==> src/rtl/ipm_pkg.sv <==
package ipm_pkg;
  typedef enum logic [1:0] {
    OP_RD  = 2'b00,
    OP_RDI = 2'b01,
    OP_WR  = 2'b10,
    OP_WRI = 2'b11
  } op_e;

  typedef enum logic [1:0] {
    RGN_RAM   = 2'b00,
    RGN_FLASH = 2'b01,
    RGN_RSVD  = 2'b10
  } rgn_e;

  typedef enum logic [2:0] {
    SEL_ADDR_LO = 3'd0,
    SEL_ADDR_HI = 3'd1,
    SEL_ADDR_EX = 3'd2,
    SEL_DATA_LO = 3'd3,
    SEL_DATA_HI = 3'd4,
    SEL_STATUS  = 3'd5
  } sel_e;
endpackage

==> src/rtl/ipm_region_dec.sv <==
module ipm_region_dec
  import ipm_pkg::*;
#(
  parameter int ADDR_W     = 17,
  parameter int RAM_BYTES  = 'h04000,
  parameter int FLASH_BASE = 'h10000
) (
  input  logic [ADDR_W-1:0] addr_i,
  output rgn_e              rgn_o
);
  localparam logic [ADDR_W-1:0] RamLim   = ADDR_W'(RAM_BYTES);
  localparam logic [ADDR_W-1:0] FlashLim = ADDR_W'(FLASH_BASE);

  always_comb begin
    if (addr_i < RamLim)        rgn_o = RGN_RAM;
    else if (addr_i >= FlashLim) rgn_o = RGN_FLASH;
    else                         rgn_o = RGN_RSVD;
  end
endmodule

==> src/rtl/ipm_addr_reg.sv <==
module ipm_addr_reg #(
  parameter int ADDR_W = 17
) (
  input  logic              clk_i,
  input  logic              rst_ni,
  input  logic [2:0]        wr_en_i,
  input  logic [7:0]        wdata_i,
  input  logic              inc_i,
  output logic [ADDR_W-1:0] addr_o
);
  localparam int ExtW = ADDR_W - 16;

  logic [ADDR_W-1:0] addr_q;

  // advance has priority over a same-cycle byte write
  always_ff @(posedge clk_i or negedge rst_ni) begin
    if (!rst_ni) begin
      addr_q <= '0;
    end else if (inc_i) begin
      addr_q <= addr_q + ADDR_W'(2);
    end else begin
      if (wr_en_i[0]) addr_q[7:0]         <= wdata_i;
      if (wr_en_i[1]) addr_q[15:8]        <= wdata_i;
      if (wr_en_i[2]) addr_q[ADDR_W-1:16] <= wdata_i[ExtW-1:0];
    end
  end

  assign addr_o = addr_q;

  a_r5_step_two: assert property (@(posedge clk_i) disable iff (!rst_ni)
    inc_i |=> addr_q == $past(addr_q) + ADDR_W'(2));
endmodule

==> src/rtl/ipm_ctrl.sv <==
module ipm_ctrl
  import ipm_pkg::*;
(
  input  logic       clk_i,
  input  logic       rst_ni,
  input  logic       op_valid_i,
  input  logic [1:0] op_i,
  input  rgn_e       rgn_i,
  input  logic       lsb_i,
  input  logic       mem_ready_i,
  input  logic       clr_i,
  output logic       busy_o,
  output logic       we_o,
  output logic       inc_o,
  output logic       load_o,
  output logic       err_o
);
  logic       busy_q, err_q;
  logic [1:0] op_q;
  logic       accept, refuse, done;

  assign accept = op_valid_i & ~busy_q;
  assign refuse = lsb_i | (rgn_i == RGN_RSVD) | (op_i[1] & (rgn_i != RGN_RAM));
  assign done   = busy_q & mem_ready_i;

  always_ff @(posedge clk_i or negedge rst_ni) begin
    if (!rst_ni) begin
      busy_q <= 1'b0;
      op_q   <= OP_RD;
      err_q  <= 1'b0;
    end else begin
      if (accept && !refuse) begin
        busy_q <= 1'b1;
        op_q   <= op_i;
      end else if (done) begin
        busy_q <= 1'b0;
      end
      if (accept && refuse) err_q <= 1'b1;
      else if (clr_i)       err_q <= 1'b0;
    end
  end

  assign busy_o = busy_q;
  assign we_o   = op_q[1];
  assign inc_o  = (accept & refuse & op_i[0]) | (done & op_q[0]);
  assign load_o = done & ~op_q[1];
  assign err_o  = err_q;

  a_r8_done_drops_busy: assert property (@(posedge clk_i) disable iff (!rst_ni)
    busy_q && mem_ready_i |=> !busy_q);
  a_r8_wait_holds_op: assert property (@(posedge clk_i) disable iff (!rst_ni)
    busy_q && !mem_ready_i |=> busy_q && $stable(op_q));
  a_r7_refuse_no_busy: assert property (@(posedge clk_i) disable iff (!rst_ni)
    accept && refuse |=> !busy_q && err_q);
  a_r9_err_sticky: assert property (@(posedge clk_i) disable iff (!rst_ni)
    err_q && !clr_i |=> err_q);
endmodule

==> src/rtl/ipm_access.sv <==
module ipm_access
  import ipm_pkg::*;
#(
  parameter int ADDR_W     = 17,
  parameter int DATA_W     = 16,
  parameter int RAM_BYTES  = 'h04000,
  parameter int FLASH_BASE = 'h10000
) (
  input  logic              clk_i,
  input  logic              rst_ni,
  input  logic              reg_we_i,
  input  logic [2:0]        reg_sel_i,
  input  logic [7:0]        reg_wdata_i,
  output logic [7:0]        reg_rdata_o,
  input  logic              op_valid_i,
  input  logic [1:0]        op_i,
  output logic              busy_o,
  output logic              err_o,
  output logic              mem_req_o,
  output logic              mem_we_o,
  output logic [1:0]        mem_region_o,
  output logic [ADDR_W-2:0] mem_addr_o,
  output logic [DATA_W-1:0] mem_wdata_o,
  input  logic [DATA_W-1:0] mem_rdata_i,
  input  logic              mem_ready_i
);
  localparam int HalfW = DATA_W / 2;
  localparam int ExtW  = ADDR_W - 16;

  logic [ADDR_W-1:0] addr;
  rgn_e              rgn;
  logic              busy, err, we, inc, load, cpu_we;
  logic [2:0]        addr_wr;
  logic [HalfW-1:0]  data_lo_q, data_hi_q;
  sel_e              sel;

  assign sel    = sel_e'(reg_sel_i);
  assign cpu_we = reg_we_i & ~busy;

  always_comb begin
    addr_wr = '0;
    case (sel)
      SEL_ADDR_LO: addr_wr[0] = cpu_we;
      SEL_ADDR_HI: addr_wr[1] = cpu_we;
      SEL_ADDR_EX: addr_wr[2] = cpu_we;
      default:     addr_wr    = '0;
    endcase
  end

  ipm_addr_reg #(.ADDR_W(ADDR_W)) u_addr (
    .clk_i   (clk_i),
    .rst_ni  (rst_ni),
    .wr_en_i (addr_wr),
    .wdata_i (reg_wdata_i),
    .inc_i   (inc),
    .addr_o  (addr)
  );

  ipm_region_dec #(
    .ADDR_W     (ADDR_W),
    .RAM_BYTES  (RAM_BYTES),
    .FLASH_BASE (FLASH_BASE)
  ) u_dec (
    .addr_i (addr),
    .rgn_o  (rgn)
  );

  ipm_ctrl u_ctrl (
    .clk_i       (clk_i),
    .rst_ni      (rst_ni),
    .op_valid_i  (op_valid_i),
    .op_i        (op_i),
    .rgn_i       (rgn),
    .lsb_i       (addr[0]),
    .mem_ready_i (mem_ready_i),
    .clr_i       (cpu_we && sel == SEL_STATUS),
    .busy_o      (busy),
    .we_o        (we),
    .inc_o       (inc),
    .load_o      (load),
    .err_o       (err)
  );

  // completed read beats a same-cycle core write
  always_ff @(posedge clk_i or negedge rst_ni) begin
    if (!rst_ni) begin
      data_lo_q <= '0;
      data_hi_q <= '0;
    end else if (load) begin
      data_lo_q <= mem_rdata_i[HalfW-1:0];
      data_hi_q <= mem_rdata_i[DATA_W-1:HalfW];
    end else if (cpu_we) begin
      if (sel == SEL_DATA_LO) data_lo_q <= reg_wdata_i;
      if (sel == SEL_DATA_HI) data_hi_q <= reg_wdata_i;
    end
  end

  always_comb begin
    case (sel)
      SEL_ADDR_LO: reg_rdata_o = addr[7:0];
      SEL_ADDR_HI: reg_rdata_o = addr[15:8];
      SEL_ADDR_EX: reg_rdata_o = 8'(addr[ADDR_W-1:16]);
      SEL_DATA_LO: reg_rdata_o = data_lo_q;
      SEL_DATA_HI: reg_rdata_o = data_hi_q;
      SEL_STATUS:  reg_rdata_o = {6'b0, busy, err};
      default:     reg_rdata_o = '0;
    endcase
  end

  assign busy_o       = busy;
  assign err_o        = err;
  assign mem_req_o    = busy;
  assign mem_we_o     = we;
  assign mem_region_o = rgn;
  assign mem_addr_o   = addr[ADDR_W-1:1];
  assign mem_wdata_o  = {data_hi_q, data_lo_q};

  a_r4_write_ram_only: assert property (@(posedge clk_i) disable iff (!rst_ni)
    mem_req_o && mem_we_o |-> mem_region_o == RGN_RAM);
  a_r7_no_rsvd_req: assert property (@(posedge clk_i) disable iff (!rst_ni)
    mem_req_o |-> mem_region_o != RGN_RSVD);
  a_r8_req_stable: assert property (@(posedge clk_i) disable iff (!rst_ni)
    mem_req_o && !mem_ready_i |=> mem_req_o && $stable(mem_addr_o)
      && $stable(mem_wdata_o) && $stable(mem_we_o));
  a_r3_data_hold_wait: assert property (@(posedge clk_i) disable iff (!rst_ni)
    busy && !mem_ready_i |=> $stable(data_lo_q) && $stable(data_hi_q));
  a_r2_ext_width: assert property (@(posedge clk_i) disable iff (!rst_ni)
    ExtW >= 1 && ExtW <= 8);
endmodule

==> config.mk <==
export PLATFORM = sky130hd
export DESIGN_NAME = ipm_access
export DESIGN_NICKNAME = d
export VERILOG_FILES = /design/src/rtl/ipm_pkg.sv /design/src/rtl/ipm_region_dec.sv /design/src/rtl/ipm_addr_reg.sv /design/src/rtl/ipm_ctrl.sv /design/src/rtl/ipm_access.sv
export SDC_FILE = /design/constraint.sdc
export NUM_CORES = 1
export LEC_CHECK = 0
export BUFFER_PORTS_ARGS = -buffer_cell sky130_fd_sc_hd__buf_2
export CAP_MARGIN = 20
export CORE_ASPECT_RATIO = 1.25
export CORE_UTILIZATION = 45
export CTS_CLUSTER_DIAMETER = 30
export DETAILED_ROUTE_END_ITERATION = 7
export GPL_ROUTABILITY_DRIVEN = 0
export PLACE_DENSITY = 0.83
export SLEW_MARGIN = 10
export SYNTH_ARGS = -nofsm -noshare
export SYNTH_HDL_FRONTEND = slang
export SYNTH_SLANG_ARGS = --single-unit
==> constraint.sdc <==
create_clock -name clk_i -period 6 [get_ports clk_i]
set_clock_uncertainty 0.2 [all_clocks]
set_input_delay 0.3 -clock clk_i [delete_from_list [all_inputs] [get_ports clk_i]]
set_output_delay 0.3 -clock clk_i [all_outputs]
set_load 0.02 [all_outputs]
# Word level (Yosys, flattened, before mapping)
# Cells that the tools add are included.
[totals] reg_bits=37 inputBits=34 wordCells=66
[classes] addsub=1 order_cmp=2 n_eq_ne=6 n_mux=20 n_bitwise=13 n_reduce_logical=16
[op_table] cell="$mux 8" n=8
[op_table] cell="$pmux 8 s6" n=1
[op_table] cell="$reduce_bool 2->1" n=9
[op_table] cell="$add 17x2->17 const B" n=1
[op_table] cell="$ge 17x17->1 const B" n=1
[op_table] cell="$lt 17x15->1 const B" n=1
[op_table] cell="$mux 17" n=1
[op_table] cell="$and 1x1->1" n=8
[op_table] cell="$mux 1" n=8
[op_table] cell="$eq 3x2->1 const B" n=2
[op_table] cell="$eq 3x3->1 const B" n=2
[op_table] cell="$mux 2" n=2
[op_table] cell="$reduce_and 2->1" n=2
[op_table] cell="$eq 3x1->1 const B" n=1
[op_table] cell="$logic_and 1x1->1" n=3
[op_table] cell="$logic_not 3->1" n=1
[op_table] cell="$or 1x1->1" n=3
[op_table] cell="$eq 2x2->1 const B" n=1
[op_table] cell="$not 1->1" n=2
[op_table] cell="$logic_not 1->1" n=1

# Longest topological paths before layout
# Gate-level depths: netlist (run 1).
[depth] word_depth=10 depth_mapped=7

# Modules after synthesis
# Synthesis (run 1) repeated with hierarchy kept, for this count alone.
[unflattened] cells_unflattened=284 hier_area_um2=2447.3
[by_module_without_submodules] module="ipm_access" instances=1 cells_each=148 area_per_inst_um2=1219.9 seq_area_each_um2=400.4
[by_module_without_submodules] module="ipm_addr_reg" instances=1 cells_each=116 area_per_inst_um2=1022.2 seq_area_each_um2=425.4
[by_module_without_submodules] module="ipm_ctrl" instances=1 cells_each=18 area_per_inst_um2=191.4 seq_area_each_um2=100.1
[by_module_without_submodules] module="ipm_region_dec" instances=1 cells_each=2 area_per_inst_um2=13.8 seq_area_each_um2=0.0

# Worst setup path after synthesis (run 1)
# No wires, ideal clock.
[synth_timing] path_kind="register -> register" startpoint="register u_addr.addr_q[16] (netlist: u_addr.addr_o[16])" endpoint="register u_addr.addr_q[11] (netlist: u_addr.addr_o[11])" setup_time_ps=126 t_arrival_ps=1847 t_required_ps=5674 path_slack_ps=3827 stages_incl_launch_ff=6 synth_period_minus_slack_ps=2173 path_cell_list="dfrtp_1 -> nor4_2 -> nor4_4 -> or3_2 -> o22ai_1 -> nor2_1"
[synth_between] elab_chain_len=10
[synth_lines] element="from (decl)" line="ipm_addr_reg.sv:13" source="logic [ADDR_W-1:0] addr_q;"
[synth_lines] element="from (signal assigned)" line="ipm_addr_reg.sv:20" source="addr_q <= addr_q + ADDR_W'(2);"
[synth_lines] element="from (signal, indexed assignment)" line="ipm_addr_reg.sv:24" source="if (wr_en_i[2]) addr_q[ADDR_W-1:16] <= wdata_i[ExtW-1:0];"
[synth_lines] element="$ge 17x17->1" line="ipm_region_dec.sv:16" source="else if (addr_i >= FlashLim) rgn_o = RGN_FLASH;"
[synth_lines] element="$mux 2" line="ipm_region_dec.sv:16"
[synth_lines] element="$mux 2 (*)" line="ipm_region_dec.sv:15" source="if (addr_i < RamLim) rgn_o = RGN_RAM;"
[synth_lines] element="$eq 2x2->1 or $reduce_bool 2->1 (tied branches)" line="ipm_ctrl.sv:23" source="assign refuse = lsb_i | (rgn_i == RGN_RSVD) | (op_i[1] & (rgn_i != RGN_RAM));"
[synth_lines] element="$or 1x1->1 or $and 1x1->1 (tied branches)" line="ipm_ctrl.sv:23"
[synth_lines] element="$or 1x1->1 (*)" line="ipm_ctrl.sv:23"
[synth_lines] element="$and 1x1->1 (*) (2 in a row)" line="ipm_ctrl.sv:45" source="assign inc_o = (accept & refuse & op_i[0]) | (done & op_q[0]);"
[synth_lines] element="$or 1x1->1 (*)" line="ipm_ctrl.sv:45"
[synth_lines] element="$mux 17 or $reduce_bool 2->1 (tied branches)"
# Every way passes the cells marked *; elsewhere a longest branch is shown, timed or not.
# A chain may end at the register's enable or synchronous reset.

# Worst setup path in the final report (run 1)
[layout_timing] startpoint="register u_addr.addr_q[14] (netlist: u_addr.addr_o[14])" endpoint="register u_addr.addr_q[14] (netlist: u_addr.addr_o[14])"
[layout_between] elab_chain_len=10
[layout_lines] element="from (signal assigned)" line="ipm_addr_reg.sv:20"
[layout_lines] element="from (signal assigned)" line="ipm_addr_reg.sv:23" source="if (wr_en_i[1]) addr_q[15:8] <= wdata_i;"
[layout_lines] element="from (signal, indexed assignment)" line="ipm_addr_reg.sv:24"
[layout_lines] element="$ge 17x17->1" line="ipm_region_dec.sv:16"
[layout_lines] element="$mux 2" line="ipm_region_dec.sv:16"
[layout_lines] element="$mux 2" line="ipm_region_dec.sv:15"
[layout_lines] element="$eq 2x2->1 or $reduce_bool 2->1 (tied branches)" line="ipm_ctrl.sv:23"
[layout_lines] element="$or 1x1->1 or $and 1x1->1 (tied branches)" line="ipm_ctrl.sv:23"
[layout_lines] element="$or 1x1->1" line="ipm_ctrl.sv:23"
[layout_lines] element="$and 1x1->1 (2 in a row)" line="ipm_ctrl.sv:45"
[layout_lines] element="$or 1x1->1" line="ipm_ctrl.sv:45"
[layout_lines] element="$mux 17 or $reduce_bool 2->1 (tied branches)"
# Parallel ways exist; a longest one is shown, timed or not.

==> out/qor.csv, run 1 <==
stage,metric,value,unit
placement,place_area,0.00277,mm2
finish,fin_nets,377,
timing,final-setup-viol-count,0,
grt,grt_use_met3,5.36,%
worst_setup_path,reg2reg_depth,5,
grt,overflow,0,
detailed_routing,via_per_inst,5.97,
timing,hold_ws,0.0375,ns
detailed_routing,wl,6.71,mm
clocking,cts.path.max_buffers,2,
logic_synthesis,syn-instance-count,266,
clocking,cts_hold_buf,1,
clocking,postCtsSetupBuffers,0,
worst_setup_path,critical_path.max_fanout,10,
worst_setup_path,setup.worst_path.end_class,flip-flop,
logic_synthesis,ys_types,54,
grt,grt_start_max_net_pins,38,
die,fp.dieW,66.9,um
die,core_area,0.00508,mm2
timing,rsz0062_at_grt,false,
worst_setup_path,timing.reg2reg.setup_slack,3.63,ns
grt,grt_pass1_vias,2276,
status,outcome,completed,
logic_synthesis,ys_ff_latch,37,
finish,final_common_cell,buf_2,
clocking,cts_tree,yes,
finish,fill_cells,479,
logic_synthesis,synth_top_flop_cell,dfrtp_1,
worst_setup_path,path_class,flip-flop to flip-flop,
logic_synthesis,yosysWarningCount,0,
detailed_routing,drt_iter0_drc,212,
die,row_count,29,
placement,dpl_worst_slack,3.68,ns
finish,diodes,0,
worst_setup_path,startpoint_type,flip-flop,
detailed_routing,drcViolationCount,0,
pwr,powerDensity,487,mW/mm2
worst_setup_path,worst_ep_required_time,6.02,ns
finish,area_growth,23.0,%
grt,met1_usage,33.6,%
placement,place_inst,394,
logic_synthesis,syn_nets,302,
detailed_routing,ant_nets,0,
worst_setup_path,r2r_start,u_addr.addr_o[14],
timing,worst_pin_slew,0.816,ns
pwr,peakVddDrop,0.239,mV
logic_synthesis,netlist_area,0.00237,mm2
finish,drive_above_1_share,30.7,%
pwr,leakage,1.35,nW
clocking,clkSlewWorstSetupHoldPaths,0.08,ns
detailed_routing,wl_per_cell,16.6,um
hold_path,hold_class,input pin to flip-flop,
hold_path,whs_path_depth,3,
clocking,cts_root_buf,clkbuf_8,
hold_path,hold_end,data_hi_q[4],
timing,final.setup.tns,0,ns
detailed_routing,vias,2413,
detailed_routing,first_pass_iters,8,
grt,track_usage,25.5,%
logic_synthesis,avgSynthCellArea,8.90,um2
logic_synthesis,yosysTopAreaCell,dfrtp_1,
worst_setup_path,crit_start,u_addr.addr_o[14],
placement,dp_hpwl,4.96,mm
finish,fin_cells,404,
clocking,cts_resized,0,
logic_synthesis,netlist.area_leader.share,39.1,%
grt,top_usage_layer,met2,
clocking,cts_sinks,37,
finish,final_cell_mix,"buf_2 (79), nor2_1 (37), dfrtp_1 (37), a21oi_1 (29), mux2i_1 (24)",
grt,grtUsageMet2,40.2,%
placement,numPortBuffers,79,
logic_synthesis,ys_seq_area_share,39.1,%
die,die-area,0.00556,mm2
die,ioPinCount,80,
die,die_y,83.1,um
logic_synthesis,synth_edf_count,0,
timing,final_max_slew_viol_count,0,
clocking,cts_buffers,5,
worst_setup_path,r2r_end,u_addr.addr_o[14],
hold_path,min_from,mem_rdata_i[12],
grt,grt_pass1_wl,10.8,mm
clocking,insertion_delay,0.30,ns
die,initial_core_util,46.6,%
run,maxCapViolations,0,
grt,antenna_found_initial,0,
timing,hold_viol_final,0,
worst_setup_path,cp.arrival,2.39,ns
timing,fmax,0.423,GHz
timing,finalCriticalPeriod,2.37,ns
timing,setup_slack,3.63,ns
finish,postLayoutCellArea,0.00291,mm2
logic_synthesis,synth.area.top_cells,"dfrtp_1 (39%), mux2i_1 (10%), a21oi_1 (6.1%)",
logic_synthesis,async_flop_share,100,%
timing,relSlewSlack,45.6,%
clocking,htree_levels,2,
timing,fin_crit_sh,39.4,%
[worst max-delay path by stage]
stage / slack, ns / cells after the start / endpoint
6_report: 3.63 / 5 / u_addr.addr_o[14]
5_1_grt: 3.52 / 5 / u_addr.addr_o[16]
4_1_cts: 3.66 / 5 / u_addr.addr_o[14]
3_5_place_dp: 3.68 / 5 / u_addr.addr_o[16]
3_3_place_gp: 3.74 / 5 / u_addr.addr_o[14]
2_1_floorplan: 3.83 / 5 / u_addr.addr_o[11]
[final cells by class]
class	count	area (um2)	area share, %
Clock buffer	5	68.8	2.36
Sequential cell	37	926	31.8
Multi-Input combinational cell	208	1340	46.1
Clock inverter	3	46.3	1.59
Inverter	8	30.0	1.03
Timing Repair Buffer	81	420	14.4
Tap cell	62	77.6	2.66
[power by group]
part	total [mW]	internal (mW)	switching, mW
clock network	0.225	0.124	0.101
logic	0.676	0.259	0.417
registers	0.518	0.365	0.153
[registers in the layout, indices dropped and copies added (netlist names)]
register / flops
data_hi_q: 8
data_lo_q: 8
u_addr.addr_o: 17
u_ctrl.busy_o: 1
u_ctrl.err_o: 1
u_ctrl.op_q: 2
[per-stage QoR]
step	power, mW	utilization [%]
after CTS	1.41	57.0
after global placement	1.17	54.6
after detailed placement	1.19	54.6
after floorplan	0.951	-
final	1.42	57.3
after global routing	1.50	57.3
[logic make-up after synthesis]
logic type | after synthesis | share of synthesized area [%]
buf+inv | 21 | 4.18
fa+ha+maj | 2 | 1.06
simple gates | 104 | 22.9
compound gates | 73 | 19.6
mux | 29 | 13.2
flops | 37 | 39.1
[layer usage]
metal	wire, um	share of wire [%]	up-vias
met5	0	0	-
met2	3300	49	135
met1	2680	40	1130
met3	572	8.5	24
li1	-	-	1124
met4	161	2.4	0
[Yosys cell counts (3+ instances only)]
library cell,instances
nand3b_1,3
nand4_1,3
dfrtp_1,37
clkbuf_1,7
nand2_1,23
mux2i_1,24
o221a_2,3
buf_2,3
a21oi_1,29
and3_1,4
mux2_2,4
inv_1,8
o21ai_0,17
nor2_1,37
nor3_1,3
o22ai_1,3
nand3_1,11
[worst max-delay path, stage by stage, from the launching register on]
cell      delay [ns]
dfrtp_1         0.54
nor4_2          0.14
nor4_4          0.64
nor2_4          0.17
or3_1           0.42
a211oi_2        0.18
(Power assumes the default switching activity.)
==> inputs of run 2 (changes only) <==
--- a/config.mk
+++ b/config.mk
@@ -5,6 +5,7 @@
 export SDC_FILE = /design/constraint.sdc
 export NUM_CORES = 1
 export LEC_CHECK = 0
+export ABC_AREA = 1
 export BUFFER_PORTS_ARGS = -buffer_cell sky130_fd_sc_hd__buf_2
 export CAP_MARGIN = 20
 export CORE_ASPECT_RATIO = 1.25
@@ -12,7 +13,7 @@
 export CTS_CLUSTER_DIAMETER = 30
 export DETAILED_ROUTE_END_ITERATION = 7
 export GPL_ROUTABILITY_DRIVEN = 0
-export PLACE_DENSITY = 0.83
+export PLACE_DENSITY = 0.82
 export SLEW_MARGIN = 10
 export SYNTH_ARGS = -nofsm -noshare
 export SYNTH_HDL_FRONTEND = slang
==> constraint.sdc (replaced) <==
create_clock -name clk_i -period 2.4 [get_ports clk_i]
set_clock_uncertainty 0.2 [all_clocks]
set_input_delay 0.12 -clock clk_i [delete_from_list [all_inputs] [get_ports clk_i]]
set_output_delay 0.12 -clock clk_i [all_outputs]
set_load 0.02 [all_outputs]
==> out/qor.csv, run 2 <==
stage,metric,value,unit,change
status,outcome,completed,,
timing,hold_ws,0.00590,ns,-0.0316 ns
logic_synthesis,yosysTopAreaCell,dfrtp_1,,
timing,hold_viol_final,0,,unchanged
clocking,insertion_delay,0.30,ns,about the same
logic_synthesis,yosysWarningCount,0,,unchanged
clocking,cts_resized,0,,unchanged
timing,final-setup-viol-count,0,,unchanged
timing,final_max_slew_viol_count,0,,unchanged
clocking,cts_sinks,37,,unchanged
logic_synthesis,synthXorXnorAreaFrac,1.41,%,+1.4 points
detailed_routing,ant_nets,0,,unchanged
pwr,powerDensity,1030,mW/mm2,+110%
finish,diodes,0,,unchanged
logic_synthesis,yosysMostFrequentCell,nand2_1,,
detailed_routing,wl_per_cell,14.6,um,-12%
finish,final_cell_mix,"nand2_1 (120), buf_2 (79), nand3_1 (46), inv_1 (41), dfrtp_1 (37)",,
logic_synthesis,syn-instance-count,360,,+35%
grt,grt_pass1_vias,2826,,+24%
clocking,cts_tree,yes,,
timing,rsz0062_at_grt,false,,
logic_synthesis,synthSimpleGateAreaFrac,44.4,%,+22 points
logic_synthesis,synth_common_cells,"nand2_1 (120), nand3_1 (46), inv_1 (41)",,
clocking,clkSlewWorstSetupHoldPaths,0.07,ns,about the same
placement,dp_hpwl,5.49,mm,+11%
worst_setup_path,critical_path.max_fanout,27,,+17
logic_synthesis,synth.area.top_cells,"dfrtp_1 (37%), nand2_1 (18%), nand3_1 (9.3%)",,
worst_setup_path,startpoint_type,flip-flop,,
grt,grt_pass1_wl,12.9,mm,+19%
logic_synthesis,netlist.area_leader.share,37.2,%,-1.9 points
logic_synthesis,synth_edf_count,0,,unchanged
finish,area_growth,32.5,%,
die,initial_core_util,47.9,%,+1.3 points
pwr,leakage,1.75,nW,+30%
run,maxCapViolations,0,,unchanged
die,die_y,85.1,um,+2.4%
worst_setup_path,timing.reg2reg.setup_slack,0.51,ns,-3.13 ns
logic_synthesis,synth_top_flop_cell,dfrtp_1,,
timing,worst_pin_slew,0.862,ns,+0.0463 ns
finish,largest_register_ffs,17,,unchanged
detailed_routing,drt_iter0_drc,241,,+14%
worst_setup_path,setup.worst_path.end_class,flip-flop,,
logic_synthesis,ys_ff_latch,37,,unchanged
clocking,htree_levels,2,,unchanged
pwr,peakVddDrop,0.630,mV,+160%
timing,fmax,0.528,GHz,+25%
worst_setup_path,path_class,flip-flop to flip-flop,,
timing,fin_crit_sh,78.9,%,+39 points
worst_setup_path,cp.arrival,1.88,ns,-0.51 ns
clocking,cts.path.max_buffers,2,,unchanged
die,core_area,0.00519,mm2,+2.1%
detailed_routing,first_pass_iters,5,,-3
detailed_routing,drcViolationCount,0,,unchanged
logic_synthesis,avgSynthCellArea,6.91,um2,-22%
logic_synthesis,ys_types,32,,-41%
logic_synthesis,async_flop_share,100,%,unchanged
logic_synthesis,synth-compound-area-share,6.29,%,-13 points
logic_synthesis,synth_top_family_by_area,simple AND/OR/NAND/NOR gates,,
die,die-area,0.00583,mm2,+4.9%
logic_synthesis,yosys.area_share.adder,1.01,%,-0.051 points
clocking,cts_buffers,5,,unchanged
detailed_routing,via_per_inst,5.44,,-8.9%
die,fp.dieW,68.5,um,+2.4%
die,row_count,29,,unchanged
worst_setup_path,worst_ep_required_time,2.38,ns,-3.64 ns
grt,grt_start_max_net_pins,38,,unchanged
grt,track_usage,29.2,%,+3.7 points
grt,overflow,0,,unchanged
finish,drive_above_1_share,24.0,%,-6.7 points
logic_synthesis,netlist_area,0.00249,mm2,+5.0%
grt,antenna_found_initial,0,,unchanged
logic_synthesis,ys_seq_area_share,37.2,%,-1.9 points
detailed_routing,vias,2879,,+19%
finish,fill_cells,461,,-3.8%
placement,numPortBuffers,79,,unchanged
finish,fin_nets,502,,+33%
logic_synthesis,syn_nets,396,,+31%
die,ioPinCount,80,,unchanged
finish,final_common_cell,nand2_1,,
timing,finalCriticalPeriod,1.89,ns,-0.472 ns
clocking,cts_root_buf,clkbuf_8,,
detailed_routing,wl,7.74,mm,+15%
timing,relSlewSlack,42.5,%,-3.1 points
hold_path,hold_class,input pin to flip-flop,,
logic_synthesis,synthMuxAreaShare,0.453,%,-13 points
timing,final.setup.tns,0,ns,unchanged
-- run 2: changes by cell type after synthesis, sizes merged, moves of 5 or more --
cell / delta
inv: +36
nor2: -9
a21oi: -26
nand3: +36
o21ai: -6
nand4: +25
nand2: +101
o2111ai: +5
mux2i: -24
-- run 2: report_power, final --
| group | internal, mW | switching, mW |
|---|---|---|
| clock | 0.260 | 0.235 |
| sequential | 0.891 | 0.326 |
| combinational | 0.580 | 1.10 |
| total | 1.73 | 1.66 |
-- run 2: critical path, stage by stage (launching register included) --
cell,delay (ns)
dfrtp_1,0.38
inv_1,0.13
nand2_1,0.10
nand2_1,0.07
nand2_2,0.09
nand3_4,0.25
nand2_4,0.28
inv_1,0.13
nand3_1,0.09
nand2_1,0.06
-- run 2: final timing paths --
path	start	to	cells past startpoint
min in group asynchronous	rst_ni	u_ctrl.op_q[0]	2
worst max-delay path	u_addr.addr_o[14]	u_addr.addr_o[0]	9
worst min-delay path	op_valid_i	u_ctrl.err_o	5
worst min register to register	u_ctrl.op_q[0]	u_ctrl.op_q[0]	1
max in group asynchronous	rst_ni	u_addr.addr_o[14]	2
worst max register to register	u_addr.addr_o[14]	u_addr.addr_o[0]	9
-- run 2: what timing repair did --
action,in CTS,in global routing
setup endpoints to repair,0,0
setup buffers,0,0
endpoints found under the hold margin,68,0
hold buffers,27,0
-- run 2: stage by stage --
step                      std cells  utilization, %  power [mW]  setup slack (ns)  cell area (um2)
after floorplan                 360               -        2.27             0.697             2490
after global placement          494            56.3        2.80             0.636             2920
after detailed placement        494            56.3        2.84             0.567             2920
after CTS                       529            63.5        3.37             0.523             3290
after global routing            529            63.5        3.61             0.339             3290
final                           529            63.5        3.39             0.506             3290
-- run 2: area by class of cell --
cell class / count / area [um2] / area share (%)
sequential: 37 / 926 / 28.1
tap: 62 / 77.6 / 2.35
inverter: 45 / 169 / 5.13
clock inverter: 1 / 5.00 / 0.152
multi-input combinational: 268 / 1330 / 40.4
timing repair buffer: 109 / 688 / 20.9
clock buffer: 7 / 96.3 / 2.92
-- run 2: cell families after synthesis --
| group | count (synthesis) |
|---|---|
| and+or+nand+nor | 238 |
| buffers and inverters | 55 |
| DFF | 37 |
| AOI/OAI and AO/OA | 23 |
| xor gates and xnor gates | 4 |
| adders and majority gates | 2 |
| muxes | 1 |
-- run 2: routing by layer --
metal | wire, um | global-route usage [%] | vias to the layer above | part of all wire [%]
li1 | - | - | 1398 | -
met3 | 580 | 5.91 | 20 | 7.5
met2 | 3970 | 49.3 | 140 | 51
met4 | 174 | 9.66 | 0 | 2.2
met5 | 0 | 0 | - | 0
met1 | 3010 | 36.2 | 1321 | 39
==> inputs of run 3 (changes only) <==
--- a/config.mk
+++ b/config.mk
@@ -5,7 +5,7 @@
 export SDC_FILE = /design/constraint.sdc
 export NUM_CORES = 1
 export LEC_CHECK = 0
-export ABC_AREA = 1
+export ABC_AREA = 0
 export BUFFER_PORTS_ARGS = -buffer_cell sky130_fd_sc_hd__buf_2
 export CAP_MARGIN = 20
 export CORE_ASPECT_RATIO = 1.25
@@ -13,7 +13,7 @@
 export CTS_CLUSTER_DIAMETER = 30
 export DETAILED_ROUTE_END_ITERATION = 7
 export GPL_ROUTABILITY_DRIVEN = 0
-export PLACE_DENSITY = 0.82
+export PLACE_DENSITY = 0.83
 export SLEW_MARGIN = 10
 export SYNTH_ARGS = -nofsm -noshare
 export SYNTH_HDL_FRONTEND = slang
==> constraint.sdc (replaced) <==
create_clock -name clk_i -period 1.9 [get_ports clk_i]
set_clock_uncertainty 0.2 [all_clocks]
set_input_delay 0.095 -clock clk_i [delete_from_list [all_inputs] [get_ports clk_i]]
set_output_delay 0.095 -clock clk_i [all_outputs]
set_load 0.02 [all_outputs]
==> out/qor.csv, run 3 (same netlist as run 1, synthesis figures left out) <==
stage,metric,value,unit,change
pwr,switching_share,47.2,%,-1.7 points
detailed_routing,via_per_inst,6.46,,+19%
grt,track_usage,37.2,%,+8.0 points
worst_setup_path,worst_ep_required_time,1.89,ns,-0.49 ns
grt,grt_pass1_vias,2972,,+5.2%
finish,largest_register_ffs,17,,unchanged
status,violations,"design-rule violations, negative setup slack",,
placement,dp_hpwl,5.73,mm,+4.4%
clocking,cts_root_buf,clkbuf_8,,
finish,seq_area,932,um2,+0.68%
timing,hold_viol_final,0,,unchanged
detailed_routing,wl,10.6,mm,+37%
pwr,seqPwrFrac,27.4,%,-8.5 points
clocking,cts_sinks,37,,unchanged
die,initial_core_util,46.6,%,-1.3 points
worst_setup_path,r2r_end,u_addr.addr_o[1],,
die,die_y,83.1,um,-2.4%
timing,setup_slack,-0.266,ns,-0.772 ns
grt,grt_pass1_wl,15.3,mm,+19%
detailed_routing,wl_per_cell,21.6,um,+47%
worst_setup_path,path_class,flip-flop to flip-flop,,
clocking,cts_tree,yes,,
finish,area_growth,65.4,%,
finish,fill_cells,313,,-32%
worst_setup_path,r2r_start,u_addr.addr_o[0],,
pwr,p_int,2.97,mW,+72%
pwr,power,5.64,mW,+66%
finish,drive_above_1_share,45.9,%,+22 points
detailed_routing,vias,3174,,+10%
finish,finalCoreUtilization,77.1,%,+14 points
clocking,htree_levels,2,,unchanged
timing,fin_crit_sh,114,%,+35 points
die,row_count,29,,unchanged
detailed_routing,first_pass_iters,8,,+3
worst_setup_path,critical_path.max_fanout,6,,-78%
die,ioPinCount,80,,unchanged
die,core_area,0.00508,mm2,-2.1%
pwr,leakage,1.83,nW,+4.2%
finish,diodes,0,,unchanged
timing,fmax,0.462,GHz,-13%
worst_setup_path,timing.reg2reg.setup_slack,-0.27,ns,-0.77 ns
clocking,cts_buffers,5,,unchanged
timing,rsz0062_at_grt,true,,
hold_path,hold_class,input pin to asynchronous set/reset pin,,
status,outcome,"complete, but fails checks",,
detailed_routing,ant_nets,0,,unchanged
pwr,switchingPower,2.66,mW,+61%
timing,worst_pin_slew,0.552,ns,-0.310 ns
run,maxCapViolations,0,,unchanged
placement,numPortBuffers,79,,unchanged
timing,relSlewSlack,62.9,%,+20 points
die,die-area,0.00556,mm2,-4.7%
finish,final_cell_mix,"buf_2 (78), buf_4 (43), nor2_1 (35), dfrtp_1 (32), dlygate4sd3_1 (30)",,
clocking,clkSlewWorstSetupHoldPaths,0.08,ns,about the same
clocking,cts.path.max_buffers,2,,unchanged
pwr,peakVddDrop,1.01,mV,+60%
timing,finalCriticalPeriod,2.17,ns,+0.272 ns
finish,multi_input_area,0.00156,mm2,+17%
worst_setup_path,cp.arrival,2.15,ns,+0.27 ns
pwr,powerDensity,1440,mW/mm2,+40%
timing,final-setup-viol-count,18,,+18
worst_setup_path,startpoint_type,flip-flop,,
pwr,pwr-share-clk,12.7,%,-1.9 points
grt,antenna_found_initial,0,,unchanged
worst_setup_path,setup.worst_path.end_class,flip-flop,,
pwr,combPwrFrac,59.9,%,+10 points
finish,final_common_cell,buf_2,,
grt,grt_start_max_net_pins,33,,-13%
detailed_routing,drcViolationCount,9,,+9
clocking,insertion_delay,0.30,ns,about the same
grt,overflow,0,,unchanged
finish,fin_nets,464,,-7.6%
die,fp.dieW,66.9,um,-2.4%
worst_setup_path,reg2reg_depth,8,,-1
detailed_routing,drt_iter0_drc,593,,+150%
timing,final_max_slew_viol_count,0,,unchanged
## run 3: through the flow
step | worst slack, ns | setup TNS, ns | std cells | area, um2 | hold WS (ns)
6_report | -0.266 | -2.82 | 491 | 3920 | 0.0804
5_1_grt | -0.349 | -4.33 | 491 | 3920 | 0.124
4_1_cts | -0.148 | -1.53 | 489 | 3830 | 0.0983
3_5_place_dp | -0.288 | -2.98 | 437 | 3160 | -0.115
3_3_place_gp | -0.196 | -1.69 | 437 | 3160 | -0.131
2_1_floorplan | -0.134 | -2.20 | 266 | 2430 | -0.401
## run 3: final cells by class
type / instances / share of cell area [%]
well taps: 62 / 1.98
repair buffers: 166 / 30.6
flip-flops and latches: 37 / 23.8
clock buffers: 5 / 1.76
multi-input cells: 210 / 39.9
inverters: 8 / 0.767
clock inverters: 3 / 1.18
## run 3: power groups by stage
stage	registers (mW)	logic, mW	clock network (mW)
after global placement	1.49	2.64	0
after CTS	1.50	3.01	0.714
final	1.54	3.38	0.716
after global routing	1.57	3.55	0.758
after floorplan	1.95	1.12	0
after detailed placement	1.51	2.70	0
## run 3: repair_timing
item	in CTS	in global routing
endpoints found under the setup margin	19	29
pin swaps	22	16
resized for setup	37	17
cloned	2	0
endpoints found under the hold margin	53	0
hold buffers	30	0
buffers inserted	14	4
## run 3: worst max-delay path: stages (launching register included)
cell	delay, ns
dfrtp_2	0.47
nor4_4	0.38
nor4_4	0.14
nor2_4	0.30
buf_4	0.17
buf_6	0.09
buf_4	0.09
nand3_1	0.08
o311a_1	0.14
## run 3: routing by layer
layer / GRT usage [%] / vias up / wire, um
met5: 0 / - / 0
met1: 46.8 / 1469 / 3560
li1: - / 1304 / -
met4: 18.8 / 0 / 889
met2: 59.8 / 297 / 4990
met3: 6.87 / 104 / 1150
## run 3: worst max-delay path by stage
stage | from | endpoint | cells past startpoint
floorplan | u_addr.addr_o[16] | u_addr.addr_o[0] | 5
global placement | u_addr.addr_o[0] | u_addr.addr_o[16] | 5
detailed placement | u_addr.addr_o[0] | u_addr.addr_o[16] | 5
CTS | u_addr.addr_o[0] | reg_rdata_o[0] | 4
global route | u_addr.addr_o[16] | u_addr.addr_o[1] | 8
finish | u_addr.addr_o[0] | u_addr.addr_o[1] | 8
